$ cat src/rtl/rtc_adj_pkg.sv
// Package: shared register layout for the RTC adjust controller.
// Assumes an 8-bit control register; field positions are fixed here only.
package rtc_adj_pkg;
    localparam int CTL_W  = 8;
    localparam int B_PAGE = 0;
    localparam int B_CLK  = 1;
    localparam int B_ALM  = 2;
    localparam int B_ADJ  = 3;
    localparam int B_IE   = 7;
endpackage

$ cat src/rtl/rtc_ctl_reg.sv
// Module: control register with enable interlock and adjust-pending flag.
// Assumes: exec_i pulses on the count-up that consumes a pending adjust.
module rtc_ctl_reg
    import rtc_adj_pkg::*;
(
    input  logic             clk,
    input  logic             rst_n,
    input  logic             wr_en_i,
    input  logic [CTL_W-1:0] wr_data_i,
    input  logic             exec_i,
    output logic             ie_o,
    output logic             ce_o,
    output logic             ae_o,
    output logic             page_o,
    output logic             pend_o,
    output logic [CTL_W-1:0] rd_o
);
    logic ie_q, ce_q, ae_q, page_q, pend_q;
    logic en_change;
    logic adj_set;

    // Detect a write that would alter the clock or alarm enable.
    always_comb begin
        en_change = (wr_data_i[B_CLK] != ce_q) || (wr_data_i[B_ALM] != ae_q);
        adj_set   = wr_en_i && wr_data_i[B_ADJ];
    end

    // Register update with interlock; adjust flag is set by write-one, cleared by execution.
    always_ff @(posedge clk) begin
        if (!rst_n) begin
            ie_q   <= 1'b0;
            ce_q   <= 1'b0;
            ae_q   <= 1'b0;
            page_q <= 1'b0;
            pend_q <= 1'b0;
        end else begin
            if (wr_en_i) begin
                page_q <= wr_data_i[B_PAGE];
                if (!ie_q) begin
                    ce_q <= wr_data_i[B_CLK];
                    ae_q <= wr_data_i[B_ALM];
                end
                if (!en_change) begin
                    ie_q <= wr_data_i[B_IE];
                end
            end
            pend_q <= (pend_q && !exec_i) || adj_set;
        end
    end

    // Read view: unused positions stay zero.
    always_comb begin
        rd_o         = '0;
        rd_o[B_PAGE] = page_q;
        rd_o[B_CLK]  = ce_q;
        rd_o[B_ALM]  = ae_q;
        rd_o[B_ADJ]  = pend_q;
        rd_o[B_IE]   = ie_q;
    end

    assign ie_o   = ie_q;
    assign ce_o   = ce_q;
    assign ae_o   = ae_q;
    assign page_o = page_q;
    assign pend_o = pend_q;

    assert_busy_clear_R4: assert property (@(posedge clk) disable iff (!rst_n)
        (pend_q && exec_i && !adj_set) |=> !pend_q);
    assert_en_locked_R8: assert property (@(posedge clk) disable iff (!rst_n)
        (wr_en_i && ie_q) |=> ($stable(ce_q) && $stable(ae_q)));
    assert_ie_hold_R9: assert property (@(posedge clk) disable iff (!rst_n)
        (wr_en_i && en_change) |=> $stable(ie_q));
endmodule

$ cat src/rtl/rtc_sec_min_cnt.sv
// Module: modulo-UNITS seconds and minutes counters with round-to-minute adjust.
// Assumes: step_i is a single-cycle count-up; adj_i is sampled only with step_i.
module rtc_sec_min_cnt #(
    parameter int UNITS = 60,
    localparam int CW = $clog2(UNITS)
) (
    input  logic          clk,
    input  logic          rst_n,
    input  logic          step_i,
    input  logic          adj_i,
    output logic [CW-1:0] sec_o,
    output logic [CW-1:0] min_o,
    output logic          carry_o
);
    localparam logic [CW-1:0] LAST = CW'(UNITS - 1);
    localparam logic [CW-1:0] HALF = CW'(UNITS / 2);

    logic [CW-1:0] sec_q, min_q;
    logic          carry_q;
    logic [CW-1:0] min_inc;

    // Next minute value with wrap.
    always_comb min_inc = (min_q == LAST) ? '0 : min_q + 1'b1;

    // Counting, rounding adjust and one-cycle carry pulse.
    always_ff @(posedge clk) begin
        if (!rst_n) begin
            sec_q   <= '0;
            min_q   <= '0;
            carry_q <= 1'b0;
        end else begin
            carry_q <= 1'b0;
            if (step_i) begin
                if (adj_i) begin
                    sec_q <= '0;
                    if (sec_q >= HALF) begin
                        min_q   <= min_inc;
                        carry_q <= 1'b1;
                    end
                end else if (sec_q == LAST) begin
                    sec_q   <= '0;
                    min_q   <= min_inc;
                    carry_q <= 1'b1;
                end else begin
                    sec_q <= sec_q + 1'b1;
                end
            end
        end
    end

    assign sec_o   = sec_q;
    assign min_o   = min_q;
    assign carry_o = carry_q;

    assert_sec_range_R2: assert property (@(posedge clk) disable iff (!rst_n)
        (sec_q <= LAST) && (min_q <= LAST));
    assert_hold_idle_R5: assert property (@(posedge clk) disable iff (!rst_n)
        !step_i |=> ($stable(sec_q) && $stable(min_q)));
    assert_carry_single_R3: assert property (@(posedge clk) disable iff (!rst_n)
        carry_q |=> !carry_q);
    assert_round_down_R6: assert property (@(posedge clk) disable iff (!rst_n)
        (step_i && adj_i && sec_q < HALF) |=> (sec_q == '0 && !carry_q && $stable(min_q)));
    assert_round_up_R7: assert property (@(posedge clk) disable iff (!rst_n)
        (step_i && adj_i && sec_q >= HALF) |=> (sec_q == '0 && carry_q));
endmodule

$ cat src/rtl/rtc_adjust_ctrl.sv
// Module: top of the RTC seconds/minutes block with round-to-minute adjust.
// Assumes: tick_i is a one-cycle pulse per second, synchronous to clk.
module rtc_adjust_ctrl
    import rtc_adj_pkg::*;
#(
    parameter int UNITS = 60,
    localparam int CW = $clog2(UNITS)
) (
    input  logic             clk,
    input  logic             rst_n,
    input  logic             tick_i,
    input  logic             wr_en_i,
    input  logic [CTL_W-1:0] wr_data_i,
    output logic [CTL_W-1:0] rd_data_o,
    input  logic             irq_req_i,
    output logic             irq_o,
    output logic             alarm_en_o,
    output logic             page_o,
    output logic [CW-1:0]    sec_o,
    output logic [CW-1:0]    min_o,
    output logic             min_carry_o
);
    logic ie, ce, pend, step;

    // A count-up is a tick while the clock is enabled.
    assign step = tick_i && ce;

    rtc_ctl_reg u_reg (
        .clk       (clk),
        .rst_n     (rst_n),
        .wr_en_i   (wr_en_i),
        .wr_data_i (wr_data_i),
        .exec_i    (step),
        .ie_o      (ie),
        .ce_o      (ce),
        .ae_o      (alarm_en_o),
        .page_o    (page_o),
        .pend_o    (pend),
        .rd_o      (rd_data_o)
    );

    rtc_sec_min_cnt #(.UNITS(UNITS)) u_cnt (
        .clk     (clk),
        .rst_n   (rst_n),
        .step_i  (step),
        .adj_i   (pend),
        .sec_o   (sec_o),
        .min_o   (min_o),
        .carry_o (min_carry_o)
    );

    // Interrupt gate.
    assign irq_o = irq_req_i && ie;

    assert_irq_gate_R10: assert property (@(posedge clk) disable iff (!rst_n)
        !ie |-> !irq_o);
endmodule

$ cat config.mk
export PLATFORM = sky130hd
export DESIGN_NAME = rtc_adjust_ctrl
export DESIGN_NICKNAME = d
export VERILOG_FILES = /design/src/rtl/rtc_adj_pkg.sv /design/src/rtl/rtc_ctl_reg.sv /design/src/rtl/rtc_sec_min_cnt.sv /design/src/rtl/rtc_adjust_ctrl.sv
export SDC_FILE = /design/constraint.sdc
export NUM_CORES = 1
export LEC_CHECK = 0
export ABC_AREA = 1
export CAP_MARGIN = 20
export CORE_MARGIN = 1.5
export CORE_UTILIZATION = 60
export DETAILED_ROUTE_END_ITERATION = 10
export DONT_BUFFER_PORTS = 1
export GPL_TIMING_DRIVEN = 0
export PLACE_DENSITY_LB_ADDON = 0.3
export REMOVE_ABC_BUFFERS = 1
export SYNTH_ARGS = -nofsm -noshare
export SYNTH_HDL_FRONTEND = slang
export SYNTH_SLANG_ARGS = --single-unit
$ cat constraint.sdc
create_clock -name clk -period 1.38 [get_ports clk]
set_input_delay 0.138 -clock clk [delete_from_list [all_inputs] [get_ports clk]]
set_output_delay 0.138 -clock clk [all_outputs]
set_load 0.1 [all_outputs]
Word level (Yosys, flattened, before mapping)
Index checks and enable logic that the tools add are counted.
- $add $sub $neg: 2
- multipliers: 0
- divide/modulo/power cells: 0
- $lt $le $gt $ge: 1
- eq/ne operators: 5
- shift operators: 0
- multiplexer cells: 9
- bitwise gates (word level): 2
- reductions and logical operators: 12
- operators by type and width (cell ; count):
    6-bit two-way mux ; 6
    6-bit by 1-bit adder with 6-bit output, second input constant ; 2
    6-bit equality test, second input constant ; 2
    6-bit by 5-bit greater-or-equal comparator with 1-bit output, second input constant ; 1
    2-bit AND reduction ; 3
    1-bit logical AND ; 4
    1-bit two-way mux ; 3
    3-bit AND reduction ; 1
    1-bit logical OR ; 2
    1-bit inequality test ; 2
    2-bit by 1-bit inequality test with 1-bit output, second input constant ; 1
    1-bit NOT ; 2
    2-bit nonzero test ; 1
    1-bit logical NOT ; 1
- bits in registers: 18
- latch bits: 0
- RAM bits: 0
- bits in read-only memories: 0
- input port bits: 13
- output and inout port bits: 24
- memories: 0

Depth between registers and ports, before layout
- word-level depth: 4
- mapped depth: 9

By module
Synthesis repeated with hierarchy kept, for this count alone.
- cells, all modules: 138
- area, all modules: 1009.7 sq um
- modules (own cells, without submodules) (module ; instances ; cells each ; area each (sq um) ; sequential area each (sq um)):
    rtc_sec_min_cnt ; 1 ; 94 ; 713.2 ; 260.2
    rtc_ctl_reg ; 1 ; 40 ; 281.5 ; 100.1
    rtc_adjust_ctrl ; 1 ; 4 ; 15.0 ; 0.0

Worst setup path before layout
OpenSTA, ideal clock, no wires.
- kind: reg-to-reg
- start: register u_cnt.sec_q[0] (netlist: u_cnt.sec_o[0])
- end: register u_cnt.min_q[3] (netlist: u_cnt.min_o[3])
- arrival time: 1957 ps
- required time: 1265 ps
- setup slack: -692 ps
- stages on the path, launching flop included: 9
- path buffers: 0
- period minus slack after synthesis: 2072 ps
- cell sequence: dfxtp_1 -> inv_1 -> ha_1 -> nor2_1 -> o21bai_4 -> nand3_4 -> nor2_2 -> nor2_1 -> nor2_2
- cells in the longest elaborated chain, start to end: 3
- elaborated cells on any way between the ends: 5
- classes of those cells: 1 x order compare; 2 x eq/ne; 2 x reduce/logical
- ends and longest elaborated chain (element ; RTL line ; source):
    from (decl) ; rtc_sec_min_cnt.sv:18 ; logic [CW-1:0] sec_q, min_q;
    from (signal assigned) ; rtc_sec_min_cnt.sv:45 ; sec_q <= sec_q + 1'b1;
    6-bit by 5-bit greater-or-equal comparator with 1-bit output / 6-bit equality test (equally long branches) ; rtc_sec_min_cnt.sv:36, rtc_sec_min_cnt.sv:40 ;
    2-bit by 1-bit inequality test with 1-bit output (no source line) / 2-bit nonzero test (equally long branches) ; -- ;
    3-bit AND reduction (no source line) (*) ; -- ;
    to (signal assigned) ; rtc_sec_min_cnt.sv:37 ; min_q <= min_inc;
    to (signal assigned) ; rtc_sec_min_cnt.sv:42 ; min_q <= min_inc;
    to (decl) ; rtc_sec_min_cnt.sv:18 ;
Every way passes the cells marked *; elsewhere a longest branch is shown, timed or not.
A chain may end at the register's enable or synchronous reset.

Worst setup path in the final report
- start: register u_cnt.min_q[1] (netlist: u_cnt.min_o[1])
- end: register u_cnt.min_q[3] (netlist: u_cnt.min_o[3])
- cells in the longest elaborated chain, start to end: 4
- elaborated cells on any way between the ends: 6
- classes of those cells: 1 x add/sub; 1 x eq/ne; 4 x mux
- ends and longest elaborated chain (element ; RTL line ; source):
    6-bit by 1-bit adder with 6-bit output / 6-bit equality test (equally long branches) ; rtc_sec_min_cnt.sv:23 ; always_comb min_inc = (min_q == LAST) ? '0 : min_q + 1'b1;
    6-bit two-way mux (*) ; rtc_sec_min_cnt.sv:23 ;
    6-bit two-way mux (on tied branches) ; rtc_sec_min_cnt.sv:40, rtc_sec_min_cnt.sv:36 ;
    6-bit two-way mux (*) ; rtc_sec_min_cnt.sv:34 ; if (adj_i) begin
Every way passes the cells marked *; elsewhere a longest branch is shown, timed or not. The select of a mux whose other input is x is not followed.

==> flow_summary.toml <==
[route]
drt_iter0_markers = 68
ant_nets = 0
vias = 1052
wl_um = 2680
wl_per_cell_um = 15.3
vias_per_cell = 5.98
drc = 1
first_pass_iters = 7

[floorplan]
core_um2 = 1560
start_util = 0.662
die_area_um2 = 1980
die_y_um = 44.5
num_rows = 14
io_pins = 37
dieWidth_um = 44.5

[clocking]
clock_path_buffers = 2
cts_max_level = 1
cts_buffers = 3
cts_hold_buf = 3
cts_sinks = 18
cts_tree = "yes"
insertion_delay_ns = 0.28
cts.clk_slew.worst_paths_ns = 0.09
root_buffer = "clkbuf_4"

[outcome]
violations = "design-rule violations, negative hold slack, negative setup slack"
status = "finished, violations left"

[worst_setup_path]
startpoint_type = "flip-flop"
crit_arrival_ns = 1.82
required_ns = 1.57
setup.worst_path.class = "flip-flop to flip-flop"
crit_path_max_fanout = 5
endpoint_kind = "flip-flop"

[final_layout]
layout_commonest_cell = "nand2_1"
drive_gt1_frac = 0.356
num-nets-final = 178
diodes = 0
layout_common_cells = "nand2_1 (26), nor2_1 (19), inv_1 (19)"
area_delta_synth_final_pct = 27.5

[sta]
finalSetupViolCount = 13
rsz0062_at_grt = "yes"
fmax_mhz = 613
holdWs_ns = -0.0446
setup_ws_ns = -0.251
slew_viol_final = 0
maxSlewHeadroom = 0.610
hold_violations = 15
min_period_over_period = 1.18
post-route-min-period_ns = 1.63
tightest_slew_ns = 0.586
skew_ns = 0.00151

[place]
port_buffers = 0
place.gp.congestion = 0.821
post-dp-hpwl_um = 1460

[min_path]
hp-class = "input port to flip-flop"

[synth]
synth_area_um2 = 1030
synthCells = 152
syn_avg_cell_area_um2 = 6.79
synth_seq_cells = 18
ys_seq_area_frac = 0.349
ys_types = 22
yosysWarnings = 0

[global_routing]
grtUsageTotal = 0.261
grt_max_degree = 13
grt_overflow_total = 0
antenna_found_initial = 0
grt_pass1_wl_um = 3860
first_global_vias = 917

[power_and_ir_drop]
power_density_nw_per_um2 = 863
ir_drop_mv = 0.657
p_leak_uw = 0.000548
power_uw = 1140

[run]
maxCapViolCount = 0
==> layout make-up <==
class | instances | area (um2)
multi-input combinational | 105 | 644
sequential | 18 | 418
tap | 16 | 20.0
timing repair buffer | 11 | 119
fill | 87 | 243
inverter | 23 | 92.6
clock buffer | 3 | 22.5
==> critical path: stages (launching register included) <==
cell,delay [ns]
dfxtp_4,0.58
ha_4,0.20
inv_2,0.04
nor2_2,0.12
nand3b_1,0.19
nand2_1,0.16
nand4_1,0.10
nand2_1,0.10
nor2_2,0.03
==> timing repair <==
item                                    4_1_cts  5_1_grt
pin swaps                                     4        9
setup buffers                                 1        3
hold endpoints to repair                     13       15
endpoints found under the setup margin       34       14
resized for setup                            44       21
cloned                                        1        0
==> per-layer routing <==
layer | share of wire | vias up | global-route usage
met5 | 0 | - | 0
met4 | 0.0030 | 0 | 0.115
met3 | 0.080 | 2 | 0.0694
met2 | 0.51 | 65 | 0.435
met1 | 0.41 | 492 | 0.310
li1 | - | 493 | -
==> synthesized netlist by cell type <==
library cell / instances / area, um2
nor3_1: 2 / 10.0
nand3b_1: 1 / 7.51
ha_1: 3 / 37.5
nor2_2: 2 / 12.5
conb_1: 1 / 3.75
o21bai_4: 1 / 18.8
nor3b_2: 1 / 12.5
xor2_1: 2 / 17.5
nor2_1: 24 / 90.1
nand3_4: 1 / 17.5
nor3b_1: 1 / 7.51
nand3_1: 10 / 50.1
nand2_1: 34 / 128
dfxtp_1: 18 / 360
inv_2: 1 / 3.75
o211a_1: 1 / 10.0
buf_4: 9 / 67.6
nand4_1: 3 / 18.8
a21oi_1: 7 / 35.0
nand2_2: 1 / 6.26
inv_1: 22 / 82.6
o21ai_0: 7 / 35.0
==> state kept, by name, summed over array words and instances (netlist names) <==
name	cells
u_reg.pend_o	1
u_reg.ie_o	1
u_cnt.carry_o	1
u_reg.page_o	1
u_reg.ce_o	1
u_cnt.sec_o	6
u_cnt.min_o	6
u_reg.ae_o	1
==> final timing paths <==
check	end	slack (ns)	start	cells after the start
worst min register to register	u_reg.ae_o$_SDFFE_PN0P_	0.60	u_reg.ae_o$_SDFFE_PN0P_	2
worst max register to register	u_cnt.min_o[3]$_SDFFE_PN0P_	-0.25	u_cnt.min_o[1]$_SDFFE_PN0P_	8
worst max-delay path	u_cnt.min_o[3]$_SDFFE_PN0P_	-0.25	u_cnt.min_o[1]$_SDFFE_PN0P_	8
worst min-delay path	u_cnt.min_o[4]$_SDFFE_PN0P_	-0.04	rst_n	2
==> logic make-up after synthesis <==
logic type      count (synthesis)  share of synthesized area
simple gates                   80                      0.349
fa+ha+maj                       3                     0.0364
other cells                     1                    0.00363
xor+xnor                        2                     0.0170
compound gates                 16                     0.0958
flops                          18                      0.349
buf+inv                        32                      0.149
==> stage by stage <==
step / setup WS, ns / std cells / setup TNS [ns] / utilization / cell area [um2]
final: -0.251 / 176 / -1.96 / 0.844 / 1320
after detailed placement: -0.848 / 165 / -11.59 / 0.669 / 1040
after CTS: -0.172 / 173 / -1.77 / 0.786 / 1220
after floorplan: -0.928 / 145 / -12.31 / - / 972
after global placement: -1.01 / 161 / -14.42 / 0.636 / 992
after global routing: -0.288 / 176 / -2.83 / 0.844 / 1320
==> power breakdown <==
| group | total (uW) | internal [uW] | switching (uW) |
|---|---|---|---|
| Clock | 251 | 101 | 150 |
| Sequential | 635 | 519 | 116 |
| Combinational | 250 | 71.9 | 178 |
| Total | 1140 | 692 | 444 |
No activity file was read; power rests on OpenSTA's default activity.
